## src/rtl/bsw_pkg.sv

```systemverilog
package bsw_pkg;

  // Memory-side control bundle produced by the decoder each cycle.
  typedef struct packed {
    logic rom;
    logic ram;
    logic we;
  } mem_ctl_t;

  // Kind of processor access in the current cycle.
  typedef enum logic [1:0] {
    ACC_IDLE  = 2'd0,
    ACC_READ  = 2'd1,
    ACC_WRITE = 2'd2
  } access_e;

  function automatic access_e classify(input logic rd, input logic wr);
    if (wr)      return ACC_WRITE;
    else if (rd) return ACC_READ;
    else         return ACC_IDLE;
  endfunction

endpackage

```

## src/rtl/bsw_bank_reg.sv

```systemverilog
module bsw_bank_reg #(
  parameter int DATA_W = 8,
  parameter int BANK_W = 7
) (
  input  logic              clk,
  input  logic              rst_n,
  input  logic              load,
  input  logic [DATA_W-1:0] din,
  output logic [BANK_W-1:0] bank_q
);

  logic unused_din;
  assign unused_din = ^din[DATA_W-1:BANK_W];

  always_ff @(posedge clk) begin
    if (!rst_n)    bank_q <= '0;
    else if (load) bank_q <= din[BANK_W-1:0];
  end

endmodule

```

## src/rtl/bsw_io_decode.sv

```systemverilog
module bsw_io_decode #(
  parameter int CPU_AW    = 10,
  parameter int NUM_PORTS = 8,
  parameter int IO_BASE   = 'h3B8,
  localparam int PIDX_W   = $clog2(NUM_PORTS)
) (
  input  logic [CPU_AW-1:0]    addr,
  input  logic                 strobe,
  output logic                 in_window,
  output logic [PIDX_W-1:0]    port_idx,
  output logic [NUM_PORTS-1:0] port_sel
);

  localparam logic [CPU_AW-1:0] BASE_V = CPU_AW'(IO_BASE);

  assign in_window = (addr[CPU_AW-1:PIDX_W] == BASE_V[CPU_AW-1:PIDX_W]);
  assign port_idx  = addr[PIDX_W-1:0];

  for (genvar i = 0; i < NUM_PORTS; i++) begin : g_sel
    assign port_sel[i] = strobe && in_window && (port_idx == PIDX_W'(i));
  end

endmodule

```

## src/rtl/bsw_addr_map.sv

```systemverilog
module bsw_addr_map #(
  parameter int CPU_AW  = 10,
  parameter int PHYS_AW = 16,
  localparam int OFF_W  = CPU_AW - 1,
  localparam int BANK_W = PHYS_AW - OFF_W
) (
  input  logic [CPU_AW-1:0]  addr,
  input  logic [BANK_W-1:0]  bank,
  output logic [PHYS_AW-1:0] phys_addr,
  output logic               is_ram
);

  localparam logic [BANK_W-1:0] COMMON_BANK = '1;

  logic [BANK_W-1:0] eff_bank;

  always_comb begin
    eff_bank  = addr[CPU_AW-1] ? COMMON_BANK : bank;
    phys_addr = {eff_bank, addr[OFF_W-1:0]};
    is_ram    = eff_bank[BANK_W-1];
  end

endmodule

```

## src/rtl/bsw_rdata_mux.sv

```systemverilog
module bsw_rdata_mux #(
  parameter int DATA_W    = 8,
  parameter int BANK_W    = 7,
  parameter int NUM_PORTS = 8,
  parameter int BANK_PORT = 0,
  localparam int PIDX_W   = $clog2(NUM_PORTS)
) (
  input  logic [BANK_W-1:0]           bank,
  input  logic [NUM_PORTS*DATA_W-1:0] port_rdata,
  input  logic [DATA_W-1:0]           mem_rdata,
  input  logic                        in_window,
  input  logic [PIDX_W-1:0]           port_idx,
  output logic [DATA_W-1:0]           rdata
);

  logic [DATA_W-1:0] src [NUM_PORTS];
  logic              unused_slot;

  for (genvar i = 0; i < NUM_PORTS; i++) begin : g_src
    if (i == BANK_PORT) begin : g_bank
      assign src[i] = DATA_W'(bank);
    end else begin : g_ext
      assign src[i] = port_rdata[i*DATA_W +: DATA_W];
    end
  end

  assign unused_slot = ^port_rdata[BANK_PORT*DATA_W +: DATA_W];
  assign rdata       = in_window ? src[port_idx] : mem_rdata;

endmodule

```

## src/rtl/bank_window_decoder.sv

```systemverilog
module bank_window_decoder
  import bsw_pkg::*;
#(
  parameter int CPU_AW    = 10,
  parameter int PHYS_AW   = 16,
  parameter int DATA_W    = 8,
  parameter int NUM_PORTS = 8,
  parameter int IO_BASE   = 'h3B8,
  parameter int BANK_PORT = 0
) (
  input  logic                        clk,
  input  logic                        rst_n,
  input  logic [CPU_AW-1:0]           cpu_addr,
  input  logic [DATA_W-1:0]           cpu_wdata,
  input  logic                        cpu_rd,
  input  logic                        cpu_wr,
  output logic [DATA_W-1:0]           cpu_rdata,
  output logic [PHYS_AW-1:0]          mem_addr,
  input  logic [DATA_W-1:0]           mem_rdata,
  output logic                        rom_sel,
  output logic                        ram_sel,
  output logic                        mem_we,
  output logic [NUM_PORTS-1:0]        port_sel,
  input  logic [NUM_PORTS*DATA_W-1:0] port_rdata
);

  localparam int OFF_W  = CPU_AW - 1;
  localparam int BANK_W = PHYS_AW - OFF_W;
  localparam int PIDX_W = $clog2(NUM_PORTS);

  logic [BANK_W-1:0] bank_num;
  logic              in_window;
  logic [PIDX_W-1:0] port_idx;
  logic              is_ram;
  logic              bank_load;
  access_e           acc;
  mem_ctl_t          ctl;

  assign acc = classify(cpu_rd, cpu_wr);

  bsw_io_decode #(
    .CPU_AW(CPU_AW), .NUM_PORTS(NUM_PORTS), .IO_BASE(IO_BASE)
  ) u_io (
    .addr(cpu_addr), .strobe(acc != ACC_IDLE),
    .in_window(in_window), .port_idx(port_idx), .port_sel(port_sel)
  );

  assign bank_load = (acc == ACC_WRITE) && in_window && (port_idx == PIDX_W'(BANK_PORT));

  bsw_bank_reg #(.DATA_W(DATA_W), .BANK_W(BANK_W)) u_bank (
    .clk(clk), .rst_n(rst_n), .load(bank_load), .din(cpu_wdata), .bank_q(bank_num)
  );

  bsw_addr_map #(.CPU_AW(CPU_AW), .PHYS_AW(PHYS_AW)) u_map (
    .addr(cpu_addr), .bank(bank_num), .phys_addr(mem_addr), .is_ram(is_ram)
  );

  always_comb begin
    ctl = '0;
    if (!in_window) begin
      unique case (acc)
        ACC_READ: begin
          ctl.rom = !is_ram;
          ctl.ram = is_ram;
        end
        ACC_WRITE: begin
          ctl.ram = is_ram;
          ctl.we  = is_ram;
        end
        default: ctl = '0;
      endcase
    end
  end

  assign rom_sel = ctl.rom;
  assign ram_sel = ctl.ram;
  assign mem_we  = ctl.we;

  bsw_rdata_mux #(
    .DATA_W(DATA_W), .BANK_W(BANK_W), .NUM_PORTS(NUM_PORTS), .BANK_PORT(BANK_PORT)
  ) u_rd (
    .bank(bank_num), .port_rdata(port_rdata), .mem_rdata(mem_rdata),
    .in_window(in_window), .port_idx(port_idx), .rdata(cpu_rdata)
  );

endmodule

```

## config.mk

```make
export PLATFORM = sky130hd
export DESIGN_NAME = bank_window_decoder
export DESIGN_NICKNAME = d
export VERILOG_FILES = /design/src/rtl/bsw_pkg.sv /design/src/rtl/bsw_bank_reg.sv /design/src/rtl/bsw_io_decode.sv /design/src/rtl/bsw_addr_map.sv /design/src/rtl/bsw_rdata_mux.sv /design/src/rtl/bank_window_decoder.sv
export SDC_FILE = /design/constraint.sdc
export NUM_CORES = 1
export LEC_CHECK = 0
export ABC_AREA = 0
export BUFFER_PORTS_ARGS = -buffer_cell sky130_fd_sc_hd__buf_4
export CAP_MARGIN = 15
export CORE_MARGIN = 4
export CORE_UTILIZATION = 38
export CTS_CLUSTER_DIAMETER = 80
export DETAILED_ROUTE_END_ITERATION = 10
export PLACE_DENSITY = 0.85
export SYNTH_ARGS = -nofsm -noshare
export SYNTH_HDL_FRONTEND = slang
export SYNTH_SLANG_ARGS = --single-unit
```

## constraint.sdc

```tcl
create_clock -name clk -period 2.59 [get_ports clk]
set_input_delay 0.1295 -clock clk [delete_from_list [all_inputs] [get_ports clk]]
set_output_delay 0.1295 -clock clk [all_outputs]
set_load 0.03 [all_outputs]
```

==> flow_summary.ini, run 1 <==
[cts]
ctsRootBufferMaster = clkbuf_4
tritoncts = built
holdBufCountCts = 0
htreeDepth = 1
cts_setup_buffers = 0
clockBufferDepth = 2
numCtsBuffers = 3
clkLatencyLatePin_ns = 0.25
cts.reportedPaths.clkPinSlew_ns = 0.05
post_cts_resized = 0
cts_sinks = 7

[global_routing]
grt_start_max_net_pins = 29
grt_antenna_before_repair = 0
overflow = 0
grt_pass1_vias = 1512
globalRouteTotalUtil_pct = 21.0
grt_pass1_wl_um = 6890

[sta]
fin_setup_tns_ns = 0
rsz0062_at_grt = false
tightest_slew_ns = 0.401
drv_slew = 0
hold_viol = 0
slew-limit-headroom_pct = 73.2
finalClockSkew_ns = 0
setup_viol = 0
period_share_pct = 63.2
fmax_mhz = 611
period_needed_ns = 1.64

[layout]
regMostFlops = u_bank.bank_q
largest_registers = u_bank.bank_q: 7 flops
final_cell_mix = buf_4, mux4_2, a21oi_1
syn2layout_area_growth_pct = 71.6
largest_register_ff_count = 7
diodes = 0
drive_gt1_share_pct = 64.4
stdcell_area_sq_um = 2040
nets = 320
layout_commonest_cell = buf_4
nFillCells = 261

[yosys]
yosysUniqueCellTypes = 33
yosysWarnings = 0
syn_area_per_cell_sq_um = 9.74
synth_edf_count = 0
synth_nets = 216
yosysSeqAreaShare_pct = 11.8
synth_top_flop_cell = dfxtp_1
syn-cell-area_sq_um = 1190
async_reset_ff_share_pct = 0
syn-instance-count = 122
synth-seq-cells = 7

[floorplanning]
die_h_um = 63.9
coreArea_sq_um = 3030
die_width_um = 63.9
die-area_sq_um = 4090
start_util_pct = 39.3
num_rows = 20
pin_count = 129

[placed_design]
numPortBuffers = 119
dpl_cell_area_sq_um = 2010
gp_congestion = 0.850

[critical_path]
r2r_slack_ns = 1.92
arrival_ns = 1.51
required_ns = 2.46
r2r_end = u_bank.bank_q[4]
crit_start = u_bank.bank_q[0]
worst_setup_path_start_kind = flop
timing.critical_path.to_type = output port
reg2regPathDepth = 2
worstPathMaxFanout = 3
crit_type = reg2out
reg2reg_from = u_bank.bank_q[4]

[outcome]
outcome = finished clean

[routing]
drt-vias-per-instance = 5.28
wl_per_cell_um = 16.3
drcViolationCount = 0
num_vias = 1421
ant_nets = 0
drtIter0Drc = 59
drtPass1Iterations = 4
wirelength_um = 4380

[pwr]
p_leak_nw = 0.977
vdd_ir_drop_max_mv = 0.243
power_w = 0.000496
power_density_nw_per_um2 = 243

[hold_path]
hp-start = cpu_wdata[1]
holdPathStages = 3
whs_endpoint = u_bank.bank_q[1]
hold_class = in2reg

[flow_run]
max-cap-violations = 0
==> cell usage after synthesis (3+ instances only) <==
| master | number | area share (%) |
|---|---|---|
| dfxtp_1 | 7 | 12 |
| and4b_1 | 4 | 3.4 |
| nand4_1 | 7 | 3.7 |
| and3_1 | 3 | 1.6 |
| o21ai_0 | 7 | 2.9 |
| a21oi_1 | 8 | 3.4 |
| o21ai_1 | 7 | 2.9 |
| mux4_2 | 9 | 17 |
| nor2_1 | 3 | 0.95 |
| clkbuf_1 | 6 | 1.9 |
| or2_2 | 7 | 3.7 |
| mux4_1 | 6 | 13 |
| buf_4 | 12 | 7.6 |
| o31ai_1 | 7 | 4.4 |
| mux2i_1 | 7 | 5.9 |
==> power by group <==
part	internal [W]	switching [W]	leakage, nW	total [W]
combinational	0.000162	0.000127	0.906	0.000289
clock	0.0000588	0.0000407	0.0150	0.0000995
sequential	0.000108	0.0000000313	0.0563	0.000108
total	0.000329	0.000168	0.977	0.000496
==> worst max path at each step <==
| stage | endpoint | slack, ns | cells after the start |
|---|---|---|---|
| after detailed placement | cpu_rdata[0] | 0.98 | 5 |
| after CTS | cpu_rdata[0] | 0.96 | 4 |
| final | cpu_rdata[0] | 0.95 | 4 |
| after global placement | cpu_rdata[0] | 1.01 | 5 |
| after global routing | cpu_rdata[0] | 0.91 | 5 |
| after floorplan | ram_sel | 1.03 | 4 |
==> kinds of logic after synthesis <==
family	count (synthesis)	synth area share [%]
AND/OR/NAND/NOR	38	24.1
AO/OA/AOI/OAI	31	14.9
multiplexers	23	37.2
buffers and inverters	23	12.0
flip-flops	7	11.8
==> critical path, stage by stage (launching register included) <==
cell     delay [ns]
dfxtp_1        0.32
mux4_1         0.50
mux2i_1        0.16
o21ai_1        0.09
buf_4          0.18
==> routing by layer <==
metal  global-route usage (%)  vias to the layer above  wire length [um]
li1                         -                      691                 -
met1                     25.8                      668              1700
met2                     39.2                       62              2370
met3                     3.69                        0               307
met4                     1.62                        0                 0
met5                        0                        -                 0
==> layout make-up <==
type                            count  area [sq um]  share of cell area, %
Multi-Input combinational cell     92           906                   44.4
Clock buffer                        4          26.3                   1.29
Inverter                            1          3.75                  0.184
Sequential cell                     7           140                   6.87
Timing Repair Buffer              121           908                   44.5
Tap cell                           44          55.1                   2.70
==> metrics by stage <==
step | instances | hold slack (ns) | utilization (%) | setup slack (ns)
4_1_cts | 269 | 0.138 | 67.4 | 0.960
5_1_grt | 269 | 0.149 | 67.4 | 0.909
6_report | 269 | 0.142 | 67.4 | 0.952
3_3_place_gp | 265 | 0.405 | 66.5 | 1.01
2_1_floorplan | 122 | 0.280 | - | 1.03
3_5_place_dp | 265 | 0.404 | 66.5 | 0.984
No activity file was read; power rests on OpenSTA's default activity.
==> run 2: changes to the inputs <==
CORE_UTILIZATION = 32   (was 38)
PLACE_DENSITY = 0.76   (was 0.85)
clock period = 1.4 ns   (was 2.59 ns; I/O delays follow)
==> run 2 against run 1 <==
The flow now finishes with violations (negative setup slack). Hold slack got worse by 0.050 ns. Largest cell class unchanged. Sequential power increased by 85%. Highest routed layer is now met4. Register-to-register slack got worse by 1.3 ns. Clock-buffer cell count unchanged. Core utilization decreased by 4.5 points. Clock skew unchanged.
==> flow_summary.ini, run 2 (same netlist as run 1, synthesis figures left out) <==
[critical_path]
crit_type = reg2out
required_ns = 1.33
worstPathMaxFanout = 2
timing.critical_path.to_type = output port
arrival_ns = 1.41
worst_setup_path_start_kind = flop

[outcome]
outcome = finished with violations
violations = negative setup slack

[floorplanning]
die-area_sq_um = 4750
num_rows = 21
start_util_pct = 34.3
die_width_um = 68.9
die_h_um = 68.9
coreArea_sq_um = 3470
pin_count = 129

[layout]
diodes = 0
stdcell_area_sq_um = 2180
regMostFlops = u_bank.bank_q
instances_no_fill = 285
layout_commonest_cell = buf_4
nets = 334
largest_register_ff_count = 7
syn2layout_area_growth_pct = 83.4
largest_registers = u_bank.bank_q: 7 flops
final_cell_mix = buf_4, mux4_2, a21oi_1
fin_util_pct = 62.8
drive_gt1_share_pct = 71.5

[cts]
tritoncts = built
clkLatencyLatePin_ns = 0.23
htreeDepth = 1
numCtsBuffers = 3
clockBufferDepth = 2
cts.reportedPaths.clkPinSlew_ns = 0.04
ctsRootBufferMaster = clkbuf_8
cts_sinks = 7

[sta]
drv_slew = 0
tightest_slew_ns = 0.391
setup_slack_ns = -0.0841
holdWs_ns = 0.0916
fmax_mhz = 674
slew-limit-headroom_pct = 73.8
setup_viol = 7
rsz0062_at_grt = true
finalClockSkew_ns = 0
period_needed_ns = 1.48
period_share_pct = 106
hold_viol = 0

[placed_design]
numPortBuffers = 119
dpl.hpwl_um = 4030
dp_cells = 275
dpl_cell_area_sq_um = 2090
gp_congestion = 0.821

[routing]
wl_per_cell_um = 17.3
wirelength_um = 4920
ant_nets = 0
drcViolationCount = 0
num_vias = 1508
drtPass1Iterations = 4
drtIter0Drc = 51
drt-vias-per-instance = 5.29

[global_routing]
grt_pass1_wl_um = 7290
grt-busiest-layer = met2
use_met3_pct = 3.40
grt_pass1_vias = 1506
globalRouteTotalUtil_pct = 20.8
grtUsageMet1_pct = 26.6
overflow = 0
grt_antenna_before_repair = 0
met2_usage_pct = 35.5
grt_start_max_net_pins = 22

[hold_path]
hold_class = in2reg

[pwr]
p_leak_nw = 1.05
power_density_nw_per_um2 = 484
vdd_ir_drop_max_mv = 0.337

[flow_run]
max-cap-violations = 0
-- run 2: cell types whose count changed in the layout (fill, tap and decap cells not counted), moves of 2 or more --
| cell | previous run | this run |
|---|---|---|
| mux4_1 | 6 | 3 |
| clkbuf_4 | 3 | 0 |
| dfxtp_2 | 0 | 7 |
| mux4_2 | 9 | 12 |
| buf_4 | 121 | 134 |
| dfxtp_1 | 7 | 0 |
| nor3b_1 | 2 | 0 |
| nor3b_2 | 0 | 2 |
| clkbuf_8 | 0 | 3 |
-- run 2: worst paths after layout --
check                     end  cells past startpoint        startpoint  slack (ns)
min          u_bank.bank_q[3]                      3      cpu_wdata[3]        0.09
max              cpu_rdata[3]                      4  u_bank.bank_q[3]       -0.08
min reg2reg  u_bank.bank_q[4]                      2  u_bank.bank_q[4]        0.48
max reg2reg  u_bank.bank_q[3]                      3  u_bank.bank_q[3]        0.67
-- run 2: per-layer routing --
metal,part of all wire (%),wire (um)
met1,39,1910
met2,53,2600
met3,7.3,361
met4,1.1,53
met5,0,0
-- run 2: critical path, cell delays in order (launching register included) --
cell and delay [ns]:
dfxtp_2 0.32, mux4_2 0.46, mux2i_1 0.14, o21ai_1 0.08, buf_4 0.18
-- run 2: per-stage QoR --
stage / total power, W / setup TNS, ns / worst slack [ns]
after floorplan: 0.000493 / 0 / 0.0244
after global placement: 0.000747 / 0 / 0.0285
after detailed placement: 0.000758 / -0.0197 / -0.0146
after CTS: 0.00106 / -0.496 / -0.0853
after global routing: 0.00111 / -0.851 / -0.137
final: 0.00105 / -0.467 / -0.0841
-- run 2: repair_timing --
action                                  4_1_cts  5_1_grt
setup buffers                                 6        0
gates resized for setup                      11        1
hold buffers                                  0        0
pin swaps                                     1        3
endpoints found under the setup margin        7        8
-- run 2: power breakdown --
group          internal [W]  total, W  switching (W)  leakage (nW)
logic              0.000315  0.000558       0.000243         0.971
clock network      0.000198  0.000296      0.0000985        0.0228
registers          0.000200  0.000200   0.0000000441        0.0600
total              0.000714   0.00105       0.000341          1.05
-- run 2: layout make-up --
cell class	count	area, sq um
multi-input cells	92	907
repair buffers	135	1020
flip-flops and latches	7	149
clock buffers	4	45.0
fillers	312	1290
inverters	1	3.75
well taps	46	57.6
==> run 3: changes to the inputs <==
ABC_AREA = 1   (was 0)
CORE_MARGIN = default   (was 4)
CORE_UTILIZATION = 33   (was 32)
==> run 3 against run 2 <==
The flow now finishes without violations. Sequential share of layout area decreased by 0.54 points. Area after synthesis increased by 10%. Maximum frequency increased by 16%. Via count increased by 28%. Synthesized cell count increased by 120%. Core utilization decreased by 3.4 points. Global-route usage increased by 2.0 points. Cell count increased by 50%. Sequential power about the same. Critical path depth increased by 6. Worst setup slack improved by 0.21 ns.
==> flow_summary.ini, run 3 <==
[outcome]
outcome = finished clean

[sta]
setup_slack_ns = 0.122
hold_viol = 0
period_needed_ns = 1.28
drv_slew = 0
finalClockSkew_ns = 0
fmax_mhz = 782
rsz0062_at_grt = true
period_share_pct = 91.3
slew-limit-headroom_pct = 79.8
setup_viol = 0
tightest_slew_ns = 0.301

[critical_path]
required_ns = 1.33
worstPathMaxFanout = 8
worst_setup_path_start_kind = input port
timing.critical_path.to_type = output port
arrival_ns = 1.21
crit_type = in2out

[yosys]
async_reset_ff_share_pct = 0
synth_nets = 364
synth_top_flop_cell = dfxtp_1
yosysSeqAreaShare_pct = 10.7
syn-cell-area_sq_um = 1310
syn-instance-count = 270
synth_fa_ha_area_share_pct = 0
synth.top_cells.by_area = nand2_1, dfxtp_1, nand3_1, nor2_1, buf_4
synth-seq-cells = 7
synth.area.mux_share_pct = 0
yosysWarnings = 0
synth_commonest_cells = nand2_1, nand3_1, nor2_1
synthSimpleGateAreaFrac_pct = 69.3
synth.top_cell.area_share_pct = 45.2
synth_edf_count = 0
synth_top_cell_by_area = nand2_1
yosysUniqueCellTypes = 22
post-synth-top-count-cell = nand2_1
synth-compound-area-share_pct = 2.57
synth_top_family_by_area = simple AND/OR/NAND/NOR gates
synth_xor_area_share_pct = 0
syn_area_per_cell_sq_um = 4.86

[pwr]
p_int_w = 0.000680
switchingPower_w = 0.000380
clockPowerShare_pct = 27.2
netSwitchingFraction_pct = 35.8
p_leak_nw = 1.33
power_density_nw_per_um2 = 476
seqPwrFrac_pct = 18.9
power_w = 0.00106
combPwrFrac_pct = 53.9
vdd_ir_drop_max_mv = 0.473

[placed_design]
gp_congestion = 0.825
pre_cts_slack_ns = 0.123
dpl.hpwl_um = 3640
dpl_cell_area_sq_um = 2180
numPortBuffers = 119

[floorplanning]
die-area_sq_um = 4230
coreArea_sq_um = 3740
pin_count = 129
num_rows = 22
die_width_um = 65.1
start_util_pct = 35.1
die_h_um = 65.1

[global_routing]
overflow = 0
grt_pass1_wl_um = 7710
grt_start_max_net_pins = 23
grt_pass1_vias = 1806
globalRouteTotalUtil_pct = 22.8
grt_antenna_before_repair = 0

[routing]
ant_nets = 0
wirelength_um = 4590
num_vias = 1932
drtIter0Drc = 71
wl_per_cell_um = 10.8
drtPass1Iterations = 4
drt-vias-per-instance = 4.52
drcViolationCount = 0

[layout]
largest_register_ff_count = 7
regMostFlops = u_bank.bank_q
final_cell_mix = nand2_1, buf_4, nand3_1
multi_input_area_sq_um = 943
nets = 474
largest_registers = u_bank.bank_q: 7 flops
drive_gt1_share_pct = 38.0
stdcell_area_sq_um = 2230
nFillCells = 387
syn2layout_area_growth_pct = 69.7
layout_commonest_cell = nand2_1
diodes = 0
final-seq-area_sq_um = 140

[cts]
tritoncts = built
post_cts_resized = 0
cts_setup_buffers = 0
cts_sinks = 7
ctsRootBufferMaster = clkbuf_8
htreeDepth = 1
cts.reportedPaths.clkPinSlew_ns = 0.04
numCtsBuffers = 3
clkLatencyLatePin_ns = 0.23
holdBufCountCts = 0
clockBufferDepth = 2

[flow_run]
max-cap-violations = 0

[hold_path]
hold_class = in2reg
## run 3: changes by cell type after synthesis, moves of 7 or more
| cell | delta |
|---|---|
| nand2_1 | +156 |
| nand3_1 | +25 |
| nor2_1 | +22 |
| inv_1 | +10 |
| mux4_2 | -9 |
| a21oi_1 | -8 |
| mux2i_1 | -7 |
| o21ai_1 | -7 |
| o31ai_1 | -7 |
| or2_2 | -7 |
## run 3: power by group through the flow
stage / clock [W] / sequential, W / combinational [W]
after floorplan: 0 / 0.000204 / 0.000302
after global placement: 0 / 0.000204 / 0.000571
after detailed placement: 0 / 0.000204 / 0.000575
after CTS: 0.000298 / 0.000200 / 0.000578
after global routing: 0.000308 / 0.000200 / 0.000628
final: 0.000288 / 0.000201 / 0.000572
## run 3: cell families (layout without fill, tap and decap cells)
logic type | after synthesis | count (layout)
simple gates | 220 | 220
flops | 7 | 7
buf+inv | 39 | 148
compound gates | 4 | 4
## run 3: worst paths after layout
| path | cells past startpoint | end | slack, ns | startpoint |
|---|---|---|---|---|
| max | 10 | port_sel[3] | 0.12 | cpu_addr[6] |
| min | 3 | u_bank.bank_q[5] | 0.06 | cpu_wdata[5] |
| max reg2reg | 4 | u_bank.bank_q[4] | 0.75 | u_bank.bank_q[4] |
| min reg2reg | 4 | u_bank.bank_q[5] | 0.54 | u_bank.bank_q[5] |
## run 3: area by class of cell
type	count	area share [%]
well taps	48	2.70
clock buffers	4	2.02
repair buffers	128	43.7
inverters	16	2.92
multi-input cells	224	42.4
flip-flops and latches	7	6.29
## run 3: critical path, stage by stage
cell     delay [ns]
buf_4          0.11
inv_1          0.04
nand2_1        0.05
nor2_2         0.14
nand2_1        0.10
buf_4          0.19
a21oi_4        0.14
nand2_2        0.09
nor2_1         0.10
buf_4          0.17
## run 3: metal layers
| metal | vias up | share of wire (%) | GRT usage [%] |
|---|---|---|---|
| li1 | 1029 | - | - |
| met1 | 819 | 40 | 24.7 |
| met2 | 79 | 49 | 44.5 |
| met3 | 5 | 10 | 4.75 |
| met4 | 0 | 0.74 | 4.89 |
| met5 | - | 0 | 0 |
## run 3: through the flow
| stage | TNS, ns | util [%] | hold WS (ns) | instances |
|---|---|---|---|---|
| 2_1_floorplan | 0 | - | 0.190 | 270 |
| 3_3_place_gp | 0 | 58.3 | 0.292 | 423 |
| 3_5_place_dp | 0 | 58.3 | 0.296 | 423 |
| 4_1_cts | 0 | 59.5 | 0.0593 | 427 |
| 5_1_grt | -0.00113 | 59.5 | 0.0719 | 427 |
| 6_report | 0 | 59.5 | 0.0610 | 427 |
